[config.mk]
export PLATFORM = sky130hd
export DESIGN_NAME = pow2_delay_timer
export DESIGN_NICKNAME = d
export VERILOG_FILES = /design/src/rtl/pow2_delay_timer.sv
export SDC_FILE = /design/constraint.sdc
export NUM_CORES = 1
export LEC_CHECK = 0
export BUFFER_PORTS_ARGS = -buffer_cell sky130_fd_sc_hd__buf_2
export CAP_MARGIN = 20
export CORE_MARGIN = 4
export CORE_UTILIZATION = 54
export DETAILED_ROUTE_END_ITERATION = 16
export PLACE_DENSITY = 0.72
export SLEW_MARGIN = 20
export SYNTH_ARGS = -nofsm -noshare
export SYNTH_HDL_FRONTEND = slang
export SYNTH_SLANG_ARGS = --single-unit
[constraint.sdc]
create_clock -name clk -period 2.1 [get_ports clk]
set_input_delay 0 -clock clk [delete_from_list [all_inputs] [get_ports clk]]
set_output_delay 0 -clock clk [all_outputs]
set_load 0.05 [all_outputs]
[src/rtl/pow2_delay_timer.sv]
module pow2_delay_timer #(
  parameter int TICK_DIV   = 500,
  parameter int SEL_W      = 4,
  parameter int BASE_TICKS = 8,
  parameter int MAX_TICKS  = 128000
) (
  input  logic             clk,
  input  logic             rst_n,
  input  logic             start,
  input  logic [SEL_W-1:0] dur_sel,
  input  logic             src_ext,
  input  logic             ext_tick,
  output logic             busy,
  output logic             done
);

  localparam int CNT_W = $clog2(MAX_TICKS + 1);
  localparam int PRE_W = $clog2(TICK_DIV + 1);
  localparam logic [PRE_W-1:0] PRE_LAST = PRE_W'(TICK_DIV - 1);

  logic             start_q;
  logic             src_q;
  logic [CNT_W-1:0] tgt;
  logic [CNT_W-1:0] cnt;
  logic [PRE_W-1:0] presc;
  logic [CNT_W-1:0] dur_len;
  logic             int_tick;
  logic             tick;
  logic             arm;
  logic             at_end;

  function automatic logic [CNT_W-1:0] ladder(input logic [SEL_W-1:0] code);
    logic [63:0] v;
    v = 64'(BASE_TICKS) << code;
    if (v > 64'(MAX_TICKS)) v = 64'(MAX_TICKS);
    return CNT_W'(v);
  endfunction

  assign dur_len  = ladder(dur_sel);
  assign arm      = start && !start_q;
  assign int_tick = (presc == PRE_LAST);
  assign tick     = src_q ? ext_tick : int_tick;
  assign at_end   = (cnt == tgt);

  always_ff @(posedge clk) begin
    if (!rst_n) begin
      start_q <= 1'b0;
      src_q   <= 1'b0;
      tgt     <= '0;
      cnt     <= '0;
      presc   <= '0;
      busy    <= 1'b0;
      done    <= 1'b0;
    end else begin
      start_q <= start;
      if (!start) begin
        cnt   <= '0;
        presc <= '0;
        busy  <= 1'b0;
        done  <= 1'b0;
      end else if (arm) begin
        tgt   <= dur_len;
        src_q <= src_ext;
        cnt   <= '0;
        presc <= '0;
        busy  <= 1'b1;
        done  <= 1'b0;
      end else if (busy) begin
        if (at_end) begin
          busy <= 1'b0;
          done <= 1'b1;
        end else begin
          presc <= int_tick ? '0 : presc + 1'b1;
          if (tick) cnt <= cnt + 1'b1;
        end
      end
    end
  end

  AST_BUSY_DONE_EXCL: assert property (@(posedge clk) disable iff (!rst_n)
    !(busy && done));

  AST_DONE_HOLD: assert property (@(posedge clk) disable iff (!rst_n)
    done && start |=> done);

  AST_LOW_CLEARS: assert property (@(posedge clk) disable iff (!rst_n)
    !start |=> !busy && !done);

  AST_ARM_BUSY: assert property (@(posedge clk) disable iff (!rst_n)
    $rose(start) |=> busy);

  AST_CNT_BOUND: assert property (@(posedge clk) disable iff (!rst_n)
    busy |-> cnt <= tgt);

  AST_SRC_HELD: assert property (@(posedge clk) disable iff (!rst_n)
    busy && $past(busy) && start && $past(start) |-> $stable(src_q));

  AST_LEN_HELD: assert property (@(posedge clk) disable iff (!rst_n)
    busy && $past(busy) && start && $past(start) |-> $stable(tgt));

endmodule

==> flow_metrics.py <==
metrics = {
    "power_and_ir_drop": {
        "p_comb_share_pct": 9.6,
        "p_leak_nw": 0.9380,
        "p_per_area_nw_per_um2": 614.3,
        "clockPowerShare_pct": 35.4,
        "vdd_drop_max_uv": 387.3,
        "cellInternalPower_mw": 1.159,
        "swShare_pct": 25.37,
        "p_seq_share_pct": 54.9,
        "netSwitchingPower_uw": 393.9,
    },
    "critical_path": {
        "startpoint": "presc[2]",
        "cp_data_arrival_time_ns": 2.23,
        "cp_max_fo": 8,
        "crit_family": "simple AND/OR/NAND/NOR gates",
        "critPathKind": "reg2reg",
        "critPathRequiredTime_ns": 2.33,
        "rrSetupSlack_ns": 0.10,
        "max_stage_delay_ns": 0.48,
        "slowest_stage": "o41a_4",
        "cp_num_cells": 5,
        "path_buf_inv": 0,
        "cpMostUsedCell": "or3_1",
        "worstPathCellList": "or2_2 -> o41a_4 -> or3_1 -> or3_1 -> a21oi_1",
        "crit_path_end_kind": "flop",
        "rr_worst_depth": 5,
        "rr_startpoint": "presc[2]",
        "r2r-end": "cnt[15]",
        "cp-start-kind": "flop",
        "worstSetupEndpoint": "cnt[15]",
    },
    "clock_network": {
        "cts_setup_buffers": 0,
        "htree_levels": 2,
        "clkLatencyLatePin_ns": 0.29,
        "cts_tree": "done",
        "clock_path_buffers": 2,
        "cts-buffers-inserted": 5,
        "clock_sinks": 44,
        "cts_root_buf": "clkbuf_8",
        "clk_pin_slew_ns": 0.08,
    },
    "sta": {
        "fin_setup_tns_ns": 0,
        "fin_worst_skew_ns": 0.005809,
        "hold_viol_final": 0,
        "fin_crit_ns": 1.999,
        "slew_viol_final": 0,
        "rsz0062_at_grt": "false",
        "worst_pin_slew_ns": 0.7163,
        "slew_headroom_pct": 51.88,
        "max_freq_ghz": 0.5002,
        "setup_viol": 0,
        "fin_crit_sh_pct": 95.20,
    },
    "routing": {
        "firstDrtPassIters": 4,
        "post_drt_via_cell_ratio": 5.852,
        "antenna_left": 0,
        "drt_iter0_drc": 164,
        "post_drt_wl_per_cell_um": 14.98,
        "vias": 1978,
        "routed_wl_um": 5064,
        "drc": 0,
    },
    "global_routing": {
        "grt_pass1_wl_um": 8638,
        "antenna_found_initial": 0,
        "grt_pass1_vias": 1899,
        "grt_max_degree": 19,
        "grt_use_total_pct": 20.48,
        "gr-total-overflow": 0,
    },
    "floorplan": {
        "rows": 23,
        "die_area_um2": 5309,
        "fp.dieH_um": 72.87,
        "coreArea_um2": 4029,
        "start_util_pct": 56.40,
        "io_pins": 11,
        "die_w_um": 72.87,
    },
    "synthesis": {
        "yosysWarnings": 0,
        "syn_inst": 270,
        "syn_nets": 282,
        "synth_flop_cell": "dfxtp_1",
        "synthDistinctLibCells": 48,
        "seq_area_frac_synth_pct": 38.77,
        "avgSynthCellArea_um2": 8.415,
        "synth_area_um2": 2272,
        "synth_edf_count": 0,
        "ys_seq_elements": 44,
        "synthArstFlopShare_pct": 0,
    },
    "job": {
        "drv_cap": 0,
    },
    "worst_hold_path": {
        "hold_path.class": "in2reg",
    },
    "layout": {
        "final_layout_size_suffix_gt1_share_pct": 13.89,
        "synthToLayoutAreaGrowth_pct": 11.23,
        "diodes": 0,
        "fin_cells": 338,
        "layout.nets": 299,
    },
    "placed_design": {
        "dpl.hpwl_um": 3686,
        "dp_cells": 328,
        "gp_congestion": 0.8298,
        "portBuffers": 10,
    },
    "outcome": {
        "outcome": "complete, no violations",
    },
}
==> worst min path at each step <==
stage	depth (start not counted)	startpoint	endpoint
final	3	dur_sel[3]	tgt[12]
after global routing	3	dur_sel[3]	tgt[12]
after CTS	3	dur_sel[3]	tgt[12]
after detailed placement	3	src_ext	src_q
after global placement	3	src_ext	src_q
after floorplan	2	src_ext	src_q
==> kinds of logic after synthesis <==
logic type	Yosys count	synth area share, %
DFF	44	38.77
muxes	2	0.8811
xor gates and xnor gates	21	8.095
and+or+nand+nor	125	28.85
AOI/OAI and AO/OA	55	18.01
adders and majority gates	3	1.652
buffers and inverters	20	3.744
==> registers in the layout, indices dropped and copies added, names as in the netlist <==
| signal | flops |
|---|---|
| busy | 1 |
| presc | 9 |
| cnt | 17 |
| src_q | 1 |
| start_q | 1 |
| tgt | 14 |
| done | 1 |
==> worst reg2reg max path, cell delays in order, from the launching register on <==
cell and delay, ns:
dfxtp_1 0.31, or2_2 0.32, o41a_4 0.48, or3_1 0.39, or3_1 0.31, a21oi_1 0.13
==> per-layer routing <==
layer  global-route usage [%]  vias to the layer above  routed length, um
met1                    28.44                      925               2487
li1                         -                     1009                  -
met4                    7.377                        0                 48
met5                        0                        -                  0
met2                    31.76                       38               2313
met3                    3.719                        6                214
==> stage by stage <==
step | hold WS (ns) | total power [mW] | instance area (um2) | setup WS, ns | utilization, %
after floorplan | 0.1449 | 0.9638 | 2272 | 0.1334 | -
after global placement | 0.2701 | 1.014 | 2412 | 0.1367 | 59.88
after detailed placement | 0.2745 | 1.017 | 2412 | 0.1023 | 59.88
after CTS | 0.03599 | 1.561 | 2525 | 0.09116 | 62.67
after global routing | 0.06319 | 1.612 | 2527 | 0.003249 | 62.73
final | 0.05003 | 1.553 | 2527 | 0.1009 | 62.73
==> cell type report <==
type,count,area (um2)
well taps,50,62.56
clock buffers,6,82.58
repair buffers,24,160.2
clock inverters,2,10.01
multi-input cells,206,1306
inverters,6,22.52
flip-flops and latches,44,883.3
fillers,376,1501
==> cell usage after synthesis (2+ instances only) <==
| master | n | area [um2] |
|---|---|---|
| dfxtp_1 | 44 | 880.8 |
| nand2_1 | 31 | 116.4 |
| nor2_1 | 21 | 78.83 |
| xor2_1 | 14 | 122.6 |
| nor3_1 | 12 | 60.06 |
| a21oi_1 | 11 | 55.05 |
| clkbuf_1 | 11 | 41.29 |
| nand3_1 | 11 | 55.05 |
| nor2b_1 | 10 | 62.56 |
| a21boi_0 | 8 | 60.06 |
| xnor2_1 | 7 | 61.31 |
| a22oi_1 | 6 | 45.04 |
| nand4_1 | 6 | 37.54 |
| nor4_1 | 6 | 37.54 |
| inv_1 | 5 | 18.77 |
| and4_1 | 4 | 35.03 |
| nand2b_1 | 4 | 25.02 |
| o21ai_0 | 4 | 20.02 |
| o31ai_1 | 4 | 30.03 |
| a21o_1 | 3 | 22.52 |
| a31o_2 | 3 | 26.28 |
| ha_1 | 3 | 37.54 |
| nor3b_1 | 3 | 22.52 |
| o2111ai_1 | 3 | 26.28 |
| or3_1 | 3 | 18.77 |
| or4_1 | 3 | 22.52 |
| a32o_1 | 2 | 20.02 |
| a32oi_1 | 2 | 17.52 |
| and2_1 | 2 | 12.51 |
| and3_1 | 2 | 12.51 |
| buf_1 | 2 | 7.510 |
| mux2i_1 | 2 | 20.02 |
| nand4b_1 | 2 | 17.52 |
| or2_2 | 2 | 12.51 |
==> cell usage in the layout (no fill, tap or decap), drive strengths merged, types with 3 or more instances in the layout <==
cell      n
a21boi    8
a21o      3
a21oi    11
a22oi     6
a31o      3
and4      4
buf      22
clkbuf    6
clkinv    3
dfxtp    44
ha        3
inv       5
nand2    31
nand2b    4
nand3    11
nand4     7
nor2     21
nor2b    10
nor3     12
nor3b     3
nor4      6
o2111ai   3
o21ai     4
o31ai     4
or3       4
or4       3
xnor2     7
xor2     14
==> repair_timing <==
action / in CTS / in global routing
resized for setup: 0 / 2
hold endpoints to repair: 2 / 0
endpoints found under the setup margin: 0 / 4
hold buffers: 2 / 0
==> power groups by stage <==
stage          Combinational, mW  Sequential (mW)  Clock (mW)
3_3_place_gp               0.143            0.872           0
4_1_cts                    0.148            0.852       0.560
2_1_floorplan             0.0916            0.872           0
5_1_grt                    0.163            0.854       0.595
3_5_place_dp               0.145            0.872           0
6_report                   0.150            0.853       0.550
No activity file was read; power rests on OpenSTA's default activity.
